==> src/rtl/awp_pkg.sv <==
package awp_pkg;

    // State of a rising-edge pulse unit
    typedef struct packed {
        logic prev;   // input value seen at the previous edge
        logic pulse;  // registered one-tick output
    } rise_st_t;

    // State held at the top level
    typedef struct packed {
        logic sel;    // source select seen at the previous edge
        logic seq;    // registered sequencer capture strobe
    } top_st_t;

    localparam int unsigned N_RISE = 2;  // software-driven rising-edge units
    localparam int unsigned RISE_IMM = 0;
    localparam int unsigned RISE_SW  = 1;

endpackage

==> src/rtl/awp_sync.sv <==
module awp_sync #(
    parameter int unsigned STAGES = 2
) (
    input  logic clk,
    input  logic rst_n,
    input  logic async_i,
    output logic sync_o
);
    logic [STAGES-1:0] ch_d, ch_q;

    always_comb ch_d[0] = async_i;

    genvar g;
    generate
        for (g = 1; g < STAGES; g++) begin : g_stage
            always_comb ch_d[g] = ch_q[g-1];
        end
    endgenerate

    always_ff @(posedge clk or negedge rst_n) begin
        if (!rst_n) ch_q <= '0;
        else        ch_q <= ch_d;
    end

    assign sync_o = ch_q[STAGES-1];

    initial begin
        assert (STAGES >= 2) else $error("synchronizer needs two stages");
    end
endmodule

==> src/rtl/awp_fall_det.sv <==
module awp_fall_det #(
    parameter int unsigned MIN_HIGH = 2
) (
    input  logic clk,
    input  logic rst_n,
    input  logic lvl_i,    // synchronized strobe
    input  logic en_i,     // this source is selected
    input  logic clr_i,    // select changed at this edge
    output logic pulse_o
);
    localparam int unsigned CW = $clog2(MIN_HIGH + 1);
    localparam logic [CW-1:0] RUN_MAX = CW'(MIN_HIGH);

    typedef struct packed {
        logic          prev;
        logic          blk;   // strobe was high across a select change
        logic [CW-1:0] run;   // saturating count of high ticks
        logic          pulse;
    } fall_st_t;

    fall_st_t st_d, st_q;

    always_comb begin
        st_d       = st_q;
        st_d.pulse = en_i & ~clr_i & st_q.prev & ~lvl_i & (st_q.run >= RUN_MAX);
        if (clr_i) begin
            st_d.prev = 1'b0;
            st_d.blk  = 1'b1;
            st_d.run  = '0;
        end else begin
            st_d.prev = lvl_i;
            st_d.blk  = lvl_i ? st_q.blk : 1'b0;
            if (!lvl_i)
                st_d.run = '0;
            else if (!st_q.blk && st_q.run != RUN_MAX)
                st_d.run = st_q.run + 1'b1;
        end
    end

    always_ff @(posedge clk or negedge rst_n) begin
        if (!rst_n) st_q <= '0;
        else        st_q <= st_d;
    end

    assign pulse_o = st_q.pulse;

    // A trailing edge can only produce a single tick
    assert_ext_one_tick_R2: assert property (@(posedge clk) disable iff (!rst_n)
        pulse_o |=> !pulse_o);

    // A pulse needs the strobe to have been high at the previous edge
    assert_ext_after_high_R3: assert property (@(posedge clk) disable iff (!rst_n)
        (!lvl_i && !$past(lvl_i)) |=> !pulse_o);
endmodule

==> src/rtl/awp_rise_pulse.sv <==
module awp_rise_pulse
    import awp_pkg::*;
(
    input  logic clk,
    input  logic rst_n,
    input  logic bit_i,
    input  logic en_i,
    input  logic clr_i,
    output logic pulse_o
);
    rise_st_t st_d, st_q;

    always_comb begin
        st_d.prev  = bit_i;
        st_d.pulse = en_i & ~clr_i & bit_i & ~st_q.prev;
    end

    always_ff @(posedge clk or negedge rst_n) begin
        if (!rst_n) st_q <= '0;
        else        st_q <= st_d;
    end

    assign pulse_o = st_q.pulse;

    // A bit held high gives no repeat pulse
    assert_rise_hold_R5: assert property (@(posedge clk) disable iff (!rst_n)
        (bit_i && $past(bit_i)) |=> !pulse_o);
endmodule

==> src/rtl/ans_wr_pulse_gen.sv <==
module ans_wr_pulse_gen
    import awp_pkg::*;
#(
    parameter int unsigned SYNC_STAGES    = 2,
    parameter int unsigned MIN_HIGH_TICKS = 2
) (
    input  logic clk,
    input  logic rst_n,
    input  logic ext_ans_strobe,
    input  logic src_sw_sel,
    input  logic sw_wr_bit,
    input  logic imm_cap_bit,
    input  logic seq_cap_strobe,
    output logic wr_pulse,
    output logic cap_pulse
);
    top_st_t st_d, st_q;
    logic    sel_chg;
    logic    ext_lvl;
    logic    ext_pulse;
    logic [N_RISE-1:0] r_bit, r_en, r_clr, r_pulse;

    always_comb begin
        st_d.sel = src_sw_sel;
        st_d.seq = seq_cap_strobe;
        sel_chg  = src_sw_sel ^ st_q.sel;
    end

    always_ff @(posedge clk or negedge rst_n) begin
        if (!rst_n) st_q <= '0;
        else        st_q <= st_d;
    end

    awp_sync #(.STAGES(SYNC_STAGES)) u_sync (
        .clk    (clk),
        .rst_n  (rst_n),
        .async_i(ext_ans_strobe),
        .sync_o (ext_lvl)
    );

    awp_fall_det #(.MIN_HIGH(MIN_HIGH_TICKS)) u_fall (
        .clk    (clk),
        .rst_n  (rst_n),
        .lvl_i  (ext_lvl),
        .en_i   (~src_sw_sel),
        .clr_i  (sel_chg),
        .pulse_o(ext_pulse)
    );

    always_comb begin
        r_bit[RISE_IMM] = imm_cap_bit;
        r_en [RISE_IMM] = 1'b1;
        r_clr[RISE_IMM] = 1'b0;
        r_bit[RISE_SW]  = sw_wr_bit;
        r_en [RISE_SW]  = src_sw_sel;
        r_clr[RISE_SW]  = sel_chg;
    end

    genvar g;
    generate
        for (g = 0; g < N_RISE; g++) begin : g_rise
            awp_rise_pulse u_rise (
                .clk    (clk),
                .rst_n  (rst_n),
                .bit_i  (r_bit[g]),
                .en_i   (r_en[g]),
                .clr_i  (r_clr[g]),
                .pulse_o(r_pulse[g])
            );
        end
    endgenerate

    assign wr_pulse  = ext_pulse | r_pulse[RISE_SW];
    assign cap_pulse = r_pulse[RISE_IMM] | st_q.seq;

    // Each source is locked out while the other is selected
    assert_ext_locked_R1: assert property (@(posedge clk) disable iff (!rst_n)
        src_sw_sel |=> !ext_pulse);
    assert_sw_locked_R1: assert property (@(posedge clk) disable iff (!rst_n)
        !src_sw_sel |=> !r_pulse[RISE_SW]);

    assert_wr_single_R2: assert property (@(posedge clk) disable iff (!rst_n)
        wr_pulse |=> !wr_pulse);

    assert_sw_rise_R4: assert property (@(posedge clk) disable iff (!rst_n)
        (src_sw_sel && $past(src_sw_sel) && sw_wr_bit && !$past(sw_wr_bit)) |=> wr_pulse);

    assert_sw_hold_R5: assert property (@(posedge clk) disable iff (!rst_n)
        (src_sw_sel && $past(src_sw_sel) && sw_wr_bit && $past(sw_wr_bit)) |=> !wr_pulse);

    assert_imm_cap_R6: assert property (@(posedge clk) disable iff (!rst_n)
        (imm_cap_bit && !$past(imm_cap_bit)) |=> cap_pulse);

    assert_seq_cap_R7: assert property (@(posedge clk) disable iff (!rst_n)
        seq_cap_strobe |=> cap_pulse);

    assert_sel_chg_quiet_R8: assert property (@(posedge clk) disable iff (!rst_n)
        (src_sw_sel != $past(src_sw_sel)) |=> !wr_pulse);

    always @(posedge clk) begin
        assert_reset_quiet_R9: assert (rst_n || (!wr_pulse && !cap_pulse));
    end
endmodule

==> config.mk <==
export PLATFORM = sky130hd
export DESIGN_NAME = ans_wr_pulse_gen
export DESIGN_NICKNAME = d
export VERILOG_FILES = /design/src/rtl/awp_pkg.sv /design/src/rtl/awp_sync.sv /design/src/rtl/awp_fall_det.sv /design/src/rtl/awp_rise_pulse.sv /design/src/rtl/ans_wr_pulse_gen.sv
export SDC_FILE = /design/constraint.sdc
export NUM_CORES = 1
export LEC_CHECK = 0
export ABC_AREA = 1
export BUFFER_PORTS_ARGS = -buffer_cell sky130_fd_sc_hd__buf_4
export CORE_AREA = 3 3 40 42
export CTS_CLUSTER_DIAMETER = 50
export DETAILED_ROUTE_END_ITERATION = 12
export DIE_AREA = 0 0 43 45
export PLACE_DENSITY = 0.62
export SYNTH_ARGS = -nofsm -noshare
export SYNTH_HDL_FRONTEND = slang
export SYNTH_SLANG_ARGS = --single-unit
==> constraint.sdc <==
create_clock -name clk -period 1.3 [get_ports clk]
set_input_delay 0.39 -clock clk [delete_from_list [all_inputs] [get_ports clk]]
set_output_delay 0.39 -clock clk [all_outputs]
set_load 0.01 [all_outputs]
**After elaboration in Yosys (flattened, before gate mapping)**

Index checks and enable logic that the tools add are counted.

- Bits in read-only memories: 0
- Input bits: 7
- Bits in latches: 0
- Register bits: 13
- Memories: 0
- Bits in writable memories: 0

- $add $sub $neg: 1
- Eq/ne operators: 3
- Div/mod/pow operators: 0
- Reduce and logical (&&, ||, !) cells: 2
- Multipliers: 0
- Multiplexer cells: 4
- Magnitude comparators: 1
- Shift operators: 0
- Bitwise operators: 16

Operators by type and width:

| kind | count |
|---|---|
| 1-bit bitwise AND | 8 |
| 1-bit NOT | 5 |
| 2-bit two-way mux | 2 |
| 4-bit two-way mux | 1 |
| 3-bit by 1-bit != test with 1-bit output, second input constant | 1 |
| 2-bit by 1-bit adder with 2-bit output, second input constant | 1 |
| 2-bit greater-or-equal comparator, second input constant | 1 |
| 2-bit by 1-bit != test with 1-bit output, second input constant | 1 |
| 2-bit != test, second input constant | 1 |
| 1-bit OR | 2 |
| 1-bit logical AND | 1 |
| 1-bit logical NOT | 1 |
| 1-bit two-way mux | 1 |
| 1-bit XOR | 1 |

**Longest topological paths before layout**

Gate-level depths: netlist (run 1).

- Word-level depth: 6
- Mapped depth: 6
- Gate-level depth less buffers: 6

**Hierarchy**

From an unflattened synthesis (run 1), not the netlist that was laid out.

- Cells, all modules: 51
- Area total of the unflattened synthesis: 499.2 µm²

Modules (own cells, without submodules):

| module | cells each | instances | area an instance (µm²) |
|---|---|---|---|
| awp_fall_det | 24 | 1 | 217.7 |
| awp_rise_pulse | 7 | 2 | 71.3 |
| ans_wr_pulse_gen | 11 | 1 | 88.8 |
| awp_sync | 2 | 1 | 50.0 |

**Least setup slack after synthesis (run 1)**

No wires, ideal clock.

- Path type: input to register
- From: input port src_sw_sel
- To: register u_fall.st_q[1] (netlist name)
- Buffers on the path: 0
- Path slack: 0.248 ns
- Stages on the path: 5
- Data arrival time: 0.980 ns
- Path through: inv_1 -> ha_1 -> nor2_4 -> nand2_1 -> nor2_1

- Cells in the longest elaborated chain, start to end: 2

Ends and longest elaborated chain:

| element | RTL line | RTL |
|---|---|---|
| from (decl) | ans_wr_pulse_gen.sv:10 | `input logic src_sw_sel,` |
| 1-bit XOR (*) | ans_wr_pulse_gen.sv:26 | `sel_chg = src_sw_sel ^ st_q.sel;` |
| via g_rise[1].u_rise.clr_i | awp_rise_pulse.sv:8 | `input logic clr_i,` |
| 3-bit by 1-bit != test with 1-bit output (no source line) / 4-bit two-way mux (equally long branches) | n/a |  |
| to (signal assigned) | awp_fall_det.sv:42 | `else st_q <= st_d;` |
| to (decl) | awp_fall_det.sv:21 | `fall_st_t st_d, st_q;` |

The timed path passes the listed nets; every way through them passes the cells marked *.
A chain may end at the register's enable or synchronous reset.

**Worst setup path in the final report (run 1)**

- From: register st_q[0] (netlist name)
- To: output port cap_pulse

- Cells in the longest elaborated chain, start to end: 1

Ends and longest elaborated chain:

| element | RTL line | RTL |
|---|---|---|
| from (decl) | ans_wr_pulse_gen.sv:17 | `top_st_t st_d, st_q;` |
| from (signal assigned) | ans_wr_pulse_gen.sv:31 | `else st_q <= st_d;` |
| 1-bit OR | ans_wr_pulse_gen.sv:74 | `assign cap_pulse = r_pulse[RISE_IMM] \| st_q.seq;` |
| to (decl) | ans_wr_pulse_gen.sv:15 | `output logic cap_pulse` |

No other way between the ends.

==> flow_metrics.env, run 1 <==
export IMPL_cp_arrival_ns=0.98
export IMPL_drive_gt1_share_pct=28.6
export IMPL_synth_top_family_by_area="simple AND/OR/NAND/NOR gates"
export IMPL_r2r_end="u_fall.st_q[1]"
export IMPL_syn2layout_area_growth_pct=26.2
export IMPL_dr_total_vias=320
export IMPL_core_um2=1280
export IMPL_synth_cell_type_count=11
export IMPL_setup_tns_ns=-0.148
export IMPL_fin_util_pct=47.8
export IMPL_vias_per_cell=4.51
export IMPL_skew_ns=0.00131
export IMPL_cts_tree="yes"
export IMPL_max_freq_ghz=0.727
export IMPL_h_tree_depth=1
export IMPL_holdWs_ns=0.224
export IMPL_fill_cells=124
export IMPL_worstSkewPairLatency_ns=0.27
export IMPL_crit_required_ns=0.91
export IMPL_synth_seq_cells=13
export IMPL_hold_viol_final=0
export IMPL_clk_pin_slew_ns=0.08
export IMPL_dieArea_um2=1940
export IMPL_crit_type="reg2out"
export IMPL_cts_num_sinks=13
export IMPL_die_w_um=43
export IMPL_hold_depth=1
export IMPL_hp_class="in2reg"
export IMPL_yosys_warnings=0
export IMPL_syn_inst=43
export IMPL_max_stage_delay_ns=0.36
export IMPL_start_kind="flip-flop"
export IMPL_synth_compound_area_share_pct=1.54
export IMPL_grt_pass1_vias=325
export IMPL_root_buffer="clkbuf_4"
export IMPL_hold_start="seq_cap_strobe"
export IMPL_fp_dieH_um=45
export IMPL_hold_path_end="st_q[0]"
export IMPL_finalWorstSetupSlack_ns=-0.0748
export IMPL_worstMarginPinSlew_ns=0.163
export IMPL_num_antenna_cells=0
export IMPL_powerDensity_nw_per_um2=1220
export IMPL_grt_max_degree=14
export IMPL_synth_top_area_cell="dfrtp_1"
export IMPL_ios=9
export IMPL_ff2ff_setup_slack_ns=0.22
export IMPL_cap_violations=0
export IMPL_regArea_um2=325
export IMPL_violations="setup timing"
export IMPL_clockBufferDepth=2
export IMPL_grt_first_pass_wirelength_um=1230
export IMPL_maxSlewViolCount=0
export IMPL_final_cells=71
export IMPL_initial_utilization_pct=37.9
export IMPL_slew_headroom_pct=89.1
export IMPL_syn_area_um2=487
export IMPL_synth_simple_gate_area_share_pct=17.7
export IMPL_synthTopCellsByArea="dfrtp_1 67%, ha_1 7.7%, inv_1 5.4%, nor2_1 4.6%, nand2_1 3.9%"
export IMPL_initialDrtViolationCount=4
export IMPL_synth_mux_area_share_pct=0
export IMPL_synthAdderAreaFrac_pct=7.71
export IMPL_synthXorXnorAreaFrac_pct=0
export IMPL_reg2reg_from="u_fall.st_q[1]"
export IMPL_antenna_found_initial=0
export IMPL_yosysTopAreaCellShare_pct=66.8
export IMPL_worstRegToRegCells=6
export IMPL_slowest_stage="dfrtp_1"
export IMPL_gp_congestion=0.708
export IMPL_place_port_buffers=8
export IMPL_ir_drop_mv=0.600
export IMPL_rsz0062_at_grt="true"
export IMPL_syn_avg_cell_area_um2=11.3
export IMPL_multi_input_area_um2=136
export IMPL_dp_cells=66
export IMPL_path_cells="or2_4 > buf_6"
export IMPL_synth_seq_area_share_pct=66.8
export IMPL_final_area_um2=614
export IMPL_dr_pass1_iters=2
export IMPL_wl_per_cell_um=9.14
export IMPL_end_kind="output port"
export IMPL_layout_common_cells="13 x dfrtp_1, 7 x inv_1, 6 x nor2_1, 6 x buf_4, 5 x nand2_1"
export IMPL_setup_viol=2
export IMPL_p_leak_nw=0.324
export IMPL_cp_max_fo=1
export IMPL_nets=67
export IMPL_synth_fp_nets=53
export IMPL_drc=0
export IMPL_mostFrequentLayoutCell="dfrtp_1"
export IMPL_timing_final_crit_share_pct=106
export IMPL_numCtsBuffers=3
export IMPL_placed_area_um2=566
export IMPL_detailed_place_hpwl_um=517
export IMPL_grt_usage_pct=9.00
export IMPL_status="finished, violations left"
export IMPL_post_cts_setup_buffer_count=0
export IMPL_finalCriticalPeriod_ns=1.37
export IMPL_placementRows=13
export IMPL_drt_total_wl_um=649
export IMPL_ant_nets=0
export IMPL_gr_total_overflow=0
worst max-delay path, delay by kind of cell, from the launching register on:
| kind | cells | cell delay [ns] |
|---|---|---|
| flip-flops | 1 | 0.36 |
| AND/OR/NAND/NOR | 1 | 0.24 |
| buffers and inverters | 1 | 0.12 |
cells by family (layout without fill, tap and decap cells):
| logic type | count (synthesis) | after routing |
|---|---|---|
| and+or+nand+nor | 18 | 18 |
| DFF | 13 | 13 |
| buffers and inverters | 8 | 21 |
| adders and majority gates | 3 | 3 |
| AOI/OAI and AO/OA | 1 | 1 |
area by class of cell:
type / instances / area share (%)
Clock buffer: 4 / 4.28
Inverter: 8 / 4.89
Multi-Input combinational cell: 22 / 22.2
Sequential cell: 13 / 53.0
Tap cell: 15 / 3.05
Timing Repair Buffer: 9 / 12.6
synth_stat cells:
library cell,n
nand2_1,5
nand3_1,3
o21bai_1,1
nor2_4,1
dfrtp_1,13
inv_1,7
ha_1,3
inv_2,1
or2_2,2
nor2_2,1
nor2_1,6
layer usage:
layer  global-route usage (%)  vias up  wire length (um)
met5                        0        -                 0
met4                     7.23        0                 0
met3                     2.39        0                36
met2                     15.6        6               359
met1                     9.18      160               253
li1                         -      154                 -
stage by stage:
step / setup slack (ns) / power [W]
final: -0.0748 / 0.000747
after global routing: -0.124 / 0.000790
after CTS: -0.0880 / 0.000764
after detailed placement: 0.0767 / 0.000512
after global placement: 0.0963 / 0.000509
after floorplan: 0.248 / 0.000476
flip-flops by register name (all words and copies together) (netlist names):
name and flops:
g_rise.u_rise.st_q 2, st_q 2, u_fall.pulse_o 1, u_fall.st_q 4, g_rise.u_rise.pulse_o 2, u_sync.ch_q 2
worst max-delay path by stage:
stage               cells after the start              to           start  slack, ns
CTS                                     2        wr_pulse  u_fall.pulse_o      -0.09
global placement                        6  u_fall.st_q[2]      src_sw_sel        0.1
detailed placement                      6  u_fall.st_q[2]      src_sw_sel       0.08
global route                            2       cap_pulse         st_q[0]      -0.12
finish                                  2       cap_pulse         st_q[0]      -0.07
floorplan                               5  u_fall.st_q[1]      src_sw_sel       0.25
power by group:
| part | internal (W) | total, W | leakage, nW | switching [W] |
|---|---|---|---|---|
| Sequential | 0.000424 | 0.000434 | 0.162 | 0.00000943 |
| Clock | 0.000119 | 0.000240 | 0.0150 | 0.000121 |
| Combinational | 0.0000374 | 0.0000736 | 0.147 | 0.0000361 |
what timing repair did:
item                                   CTS  global route
hold buffers                             1             0
pin swaps                                1             0
resized for setup                        4             0
gates cloned                             0             0
endpoints found under the hold margin   13             0
setup endpoints to repair                2             2
No activity file was read; power rests on OpenSTA's default activity.
==> inputs of run 2 (changes only) <==
--- a/config.mk
+++ b/config.mk
@@ -12,5 +12,5 @@
 export DETAILED_ROUTE_END_ITERATION = 12
 export DIE_AREA = 0 0 43 45
-export PLACE_DENSITY = 0.62
+export PLACE_DENSITY = 0.64
 export SYNTH_ARGS = -nofsm -noshare
 export SYNTH_HDL_FRONTEND = slang
==> constraint.sdc (replaced) <==
create_clock -name clk -period 1.2 [get_ports clk]
set_input_delay 0.3 -clock clk [delete_from_list [all_inputs] [get_ports clk]]
set_output_delay 0.3 -clock clk [all_outputs]
set_load 0.01 [all_outputs]
==> run 2 against run 1 <==
Against the previous run: wire length is 0.92% higher; register-to-register slack worse by 0.07 ns; the run still ends with setup timing left; critical path depth stayed put; cell area stayed put; final cell count stayed put; via count is 6.3% lower; critical path type unchanged; worst setup slack worse by 0.021 ns; worst hold slack worse by 0.094 ns; flip-flop and latch count stayed put; combinational power is 8.4% higher; power is 8.4% higher.
==> flow_metrics.env, run 2 (synthesized netlist as in run 1, its figures left out) <==
export IMPL_worstMarginPinSlew_ns=0.163
export IMPL_detailed_place_hpwl_um=481
export IMPL_finalCriticalPeriod_ns=1.30
export IMPL_finalWorstSetupSlack_ns=-0.0955
export IMPL_ir_drop_mv=0.647
export IMPL_powerDensity_nw_per_um2=1320
export IMPL_ios=9
export IMPL_cts_num_sinks=13
export IMPL_hold_viol_final=0
export IMPL_hp_class="in2reg"
export IMPL_r2r_end="u_fall.st_q[1]"
export IMPL_grt_max_degree=14
export IMPL_p_switching_w=0.000181
export IMPL_top_register="u_fall.st_q"
export IMPL_layout_common_cells="13 x dfrtp_1, 7 x inv_1, 6 x nor2_1, 6 x buf_4, 5 x nand2_1"
export IMPL_crit_end="cap_pulse"
export IMPL_hold_start="ext_ans_strobe"
export IMPL_pwr_share_comb_pct=9.9
export IMPL_dr_total_vias=300
export IMPL_worstSkewPairLatency_ns=0.27
export IMPL_num_antenna_cells=0
export IMPL_grt_first_pass_wirelength_um=1130
export IMPL_crit_type="reg2out"
export IMPL_setup_viol=2
export IMPL_maxSlewViolCount=0
export IMPL_cp_arrival_ns=1.00
export IMPL_ant_nets=0
export IMPL_final_cells=71
export IMPL_finalPower_w=0.000810
export IMPL_nets=67
export IMPL_dp_cells=66
export IMPL_h_tree_depth=1
export IMPL_mostFrequentLayoutCell="dfrtp_1"
export IMPL_rsz0062_at_grt="true"
export IMPL_dr_pass1_iters=3
export IMPL_gp_congestion=0.645
export IMPL_place_port_buffers=8
export IMPL_p_leak_nw=0.324
export IMPL_p_int_w=0.000629
export IMPL_cap_violations=0
export IMPL_cts_tree="yes"
export IMPL_syn2layout_area_growth_pct=26.2
export IMPL_grt_usage_pct=8.74
export IMPL_vias_per_cell=4.23
export IMPL_drive_gt1_share_pct=28.6
export IMPL_timing_final_crit_share_pct=108
export IMPL_dieArea_um2=1940
export IMPL_initialDrtViolationCount=3
export IMPL_numCtsBuffers=3
export IMPL_p_sw_share_pct=22.3
export IMPL_ff2ff_setup_slack_ns=0.15
export IMPL_placementRows=13
export IMPL_drt_total_wl_um=655
export IMPL_end_kind="output port"
export IMPL_start_kind="flip-flop"
export IMPL_cp_max_fo=1
export IMPL_drc=0
export IMPL_wl_per_cell_um=9.23
export IMPL_pwr_share_seq_pct=57.9
export IMPL_clockBufferDepth=2
export IMPL_grt_pass1_vias=288
export IMPL_max_freq_ghz=0.772
export IMPL_status="finished, violations left"
export IMPL_core_um2=1280
export IMPL_initial_utilization_pct=37.9
export IMPL_power_frac_clock_pct=32.2
export IMPL_crit_required_ns=0.90
export IMPL_die_w_um=43
export IMPL_worstRegToRegCells=5
export IMPL_gr_total_overflow=0
export IMPL_slew_headroom_pct=89.2
export IMPL_crit_start="g_rise[0].u_rise.pulse_o"
export IMPL_largest_reg_flops=4
export IMPL_root_buffer="clkbuf_4"
export IMPL_skew_ns=0.00223
export IMPL_clk_pin_slew_ns=0.07
export IMPL_setup_tns_ns=-0.183
export IMPL_fin_util_pct=47.8
export IMPL_violations="setup timing"
export IMPL_reg2reg_from="st_q[1]"
export IMPL_post_cts_setup_buffer_count=0
export IMPL_fp_dieH_um=45
export IMPL_antenna_found_initial=0
[run 2: cell counts in the layout (fill, tap and decap cells not counted)]
No cell type changed its count.
[run 2: power groups by stage]
stage	Combinational (W)	Clock, W	Sequential, W
6_report	0.0000798	0.000261	0.000469
5_1_grt	0.0000906	0.000295	0.000472
4_1_cts	0.0000820	0.000275	0.000470
3_5_place_dp	0.0000751	0	0.000478
3_3_place_gp	0.0000734	0	0.000477
2_1_floorplan	0.0000402	0	0.000476
[run 2: critical path: stages, from the launching register on]
cell	delay [ns]
dfrtp_1	0.37
or2_4	0.24
buf_6	0.12
[run 2: layout make-up]
type                       instances  area (um2)
timing repair buffer               9        77.6
tap                               15        18.8
multi-input combinational         22         136
clock buffer                       4        26.3
inverter                           8        30.0
sequential                        13         325
fill                             116         671
[run 2: how the worst min path moves through the flow]
| stage | cells after the start | to | slack [ns] |
|---|---|---|---|
| after detailed placement | 1 | st_q[0] | 0.15 |
| after floorplan | 0 | g_rise[0].u_rise.pulse_o | 0.004 |
| after CTS | 1 | u_sync.ch_q[0] | 0.12 |
| after global placement | 1 | g_rise[1].u_rise.pulse_o | 0.15 |
| after global routing | 1 | u_sync.ch_q[0] | 0.11 |
| final | 1 | u_sync.ch_q[0] | 0.13 |
[run 2: stage by stage]
stage,cell area (um2),hold slack (ns),setup WS (ns)
after detailed placement,566,0.151,0.0768
after floorplan,487,0.00441,0.216
after global placement,566,0.151,0.0920
after CTS,614,0.119,-0.101
final,614,0.130,-0.0955
after global routing,614,0.110,-0.133
[run 2: repair_timing]
action | CTS | global route
gates resized for setup | 4 | 0
hold buffers | 1 | 0
endpoints found under the setup margin | 2 | 2
pin swaps | 1 | 2
endpoints found under the hold margin | 13 | 0
[run 2: layer usage]
layer	wire length (um)	global-route usage [%]	share of wire (%)	up-vias
met5	0	0	0	-
met4	14	9.04	2.1	0
met3	30	3.59	4.6	2
met2	318	13.2	49	6
met1	291	8.93	44	136
li1	-	-	-	156
==> inputs of run 3 (changes only) <==
- PLACE_DENSITY: 0.64 -> 0.62
- clock period: 1.2 -> 1.42 ns (I/O delays scaled with it)
==> run 3 against run 2 <==
Against the previous run: the run now ends clean; count of clock-buffer cells in the layout unchanged; final cell count unchanged; worst setup slack gained 0.16 ns; combinational power decreased by 15%; flip-flop and latch count did not move; critical path type unchanged; largest cell class unchanged; highest routed layer is now met3.
==> flow_metrics.env, run 3 (synthesized netlist as in run 1, its figures left out) <==
export IMPL_r2r_end="u_fall.st_q[1]"
export IMPL_dr_total_vias=298
export IMPL_drive_gt1_share_pct=28.6
export IMPL_slew_headroom_pct=89.3
export IMPL_timing_final_crit_share_pct=95.1
export IMPL_crit_end="wr_pulse"
export IMPL_final_area_um2=614
export IMPL_drt_total_wl_um=665
export IMPL_maxSlewViolCount=0
export IMPL_hold_viol_final=0
export IMPL_antenna_found_initial=0
export IMPL_initial_utilization_pct=37.9
export IMPL_powerDensity_nw_per_um2=1110
export IMPL_top_register="u_fall.st_q"
export IMPL_placed_area_um2=566
export IMPL_crit_required_ns=1.07
export IMPL_worstMarginPinSlew_ns=0.161
export IMPL_hp_class="in2reg"
export IMPL_drc=0
export IMPL_gp_congestion=0.684
export IMPL_holdWs_ns=0.191
export IMPL_cp_arrival_ns=1.00
export IMPL_worstSkewPairLatency_ns=0.26
export IMPL_reg2reg_from="st_q[1]"
export IMPL_worstRegToRegCells=5
export IMPL_slowest_stage="dfrtp_1"
export IMPL_ir_drop_mv=0.608
export IMPL_initialDrtViolationCount=0
export IMPL_cap_violations=0
export IMPL_setup_viol=0
export IMPL_fill_cells=121
export IMPL_status="complete, no violations"
export IMPL_layout_common_cells="13 x dfrtp_1, 7 x inv_1, 6 x nor2_1, 6 x buf_4, 5 x nand2_1"
export IMPL_regArea_um2=325
export IMPL_dr_pass1_iters=1
export IMPL_nets=67
export IMPL_multi_input_area_um2=136
export IMPL_mostFrequentLayoutCell="dfrtp_1"
export IMPL_detailed_place_hpwl_um=526
export IMPL_gr_total_overflow=0
export IMPL_syn2layout_area_growth_pct=26.2
export IMPL_grt_pass1_vias=315
export IMPL_p_leak_nw=0.324
export IMPL_hold_start="seq_cap_strobe"
export IMPL_ff2ff_setup_slack_ns=0.33
export IMPL_end_kind="output port"
export IMPL_fp_dieH_um=45
export IMPL_clockBufferDepth=2
export IMPL_grt_usage_pct=8.99
export IMPL_post_cts_setup_buffer_count=0
export IMPL_place_port_buffers=8
export IMPL_placementRows=13
export IMPL_cts_tree="yes"
export IMPL_fin_util_pct=47.8
export IMPL_start_kind="flip-flop"
export IMPL_die_w_um=43
export IMPL_crit_family="flip-flops"
export IMPL_rsz0062_at_grt="false"
export IMPL_max_freq_ghz=0.740
export IMPL_h_tree_depth=1
export IMPL_skew_ns=0.00258
export IMPL_vias_per_cell=4.20
export IMPL_setup_tns_ns=0
export IMPL_cts_num_sinks=13
export IMPL_path_cells="or2_4 > buf_6"
export IMPL_num_antenna_cells=0
export IMPL_dieArea_um2=1940
export IMPL_grt_first_pass_wirelength_um=1240
export IMPL_cp_depth=2
export IMPL_cp_max_fo=1
export IMPL_root_buffer="clkbuf_4"
export IMPL_numCtsBuffers=3
export IMPL_wl_per_cell_um=9.37
export IMPL_largest_reg_flops=4
export IMPL_clk_pin_slew_ns=0.07
export IMPL_grt_max_degree=14
export IMPL_crit_start="g_rise[1].u_rise.pulse_o"
export IMPL_finalCriticalPeriod_ns=1.35
export IMPL_core_um2=1280
export IMPL_crit_type="reg2out"
export IMPL_max_stage_delay_ns=0.37
export IMPL_ant_nets=0
export IMPL_ios=9
export IMPL_critPathBufInv=1
[run 3: per-stage QoR]
step	total power, W	instances	setup slack [ns]
finish	0.000682	71	0.0694
global route	0.000730	71	0.0143
detailed placement	0.000468	66	0.206
floorplan	0.000436	43	0.403
CTS	0.000700	71	0.00684
global placement	0.000466	66	0.248
[run 3: timing repair]
action	4_1_cts	5_1_grt
resized for setup	3	1
hold endpoints to repair	13	0
hold buffers	1	0
endpoints found under the setup margin	2	1
[run 3: area by class of cell]
| class | instances | share of cell area [%] |
|---|---|---|
| tap | 15 | 3.05 |
| clock buffer | 4 | 4.28 |
| inverter | 8 | 4.89 |
| timing repair buffer | 9 | 12.6 |
| sequential | 13 | 53.0 |
| multi-input combinational | 22 | 22.2 |
[run 3: layer usage]
metal | routed length (um) | track usage (%) | share of wire, %
met1 | 276 | 9.67 | 42
met2 | 352 | 15.0 | 53
met3 | 36 | 2.39 | 5.4
met4 | 0 | 7.23 | 0
met5 | 0 | 0 | 0
[run 3: power by group]
| part | internal (W) | switching, W |
|---|---|---|
| clock | 0.000109 | 0.000109 |
| sequential | 0.000389 | 0.00000859 |
| combinational | 0.0000343 | 0.0000334 |
[run 3: worst min-delay path by stage]
stage,slack [ns],cells past startpoint,to
final,0.19,1,st_q[0]
after detailed placement,0.21,1,u_fall.st_q[4]
after CTS,0.18,1,st_q[0]
after floorplan,0.06,0,g_rise[0].u_rise.pulse_o
after global routing,0.17,1,st_q[0]
after global placement,0.20,1,g_rise[1].u_rise.pulse_o
[run 3: worst register-to-register path: cells and delay by family, from the launching register on]
kind	cells	cell delay [ns]
adder cells (fa/ha/maj)	1	0.31
buffers and inverters	1	0.05
flip-flops	1	0.35
AND/OR/NAND/NOR	3	0.32
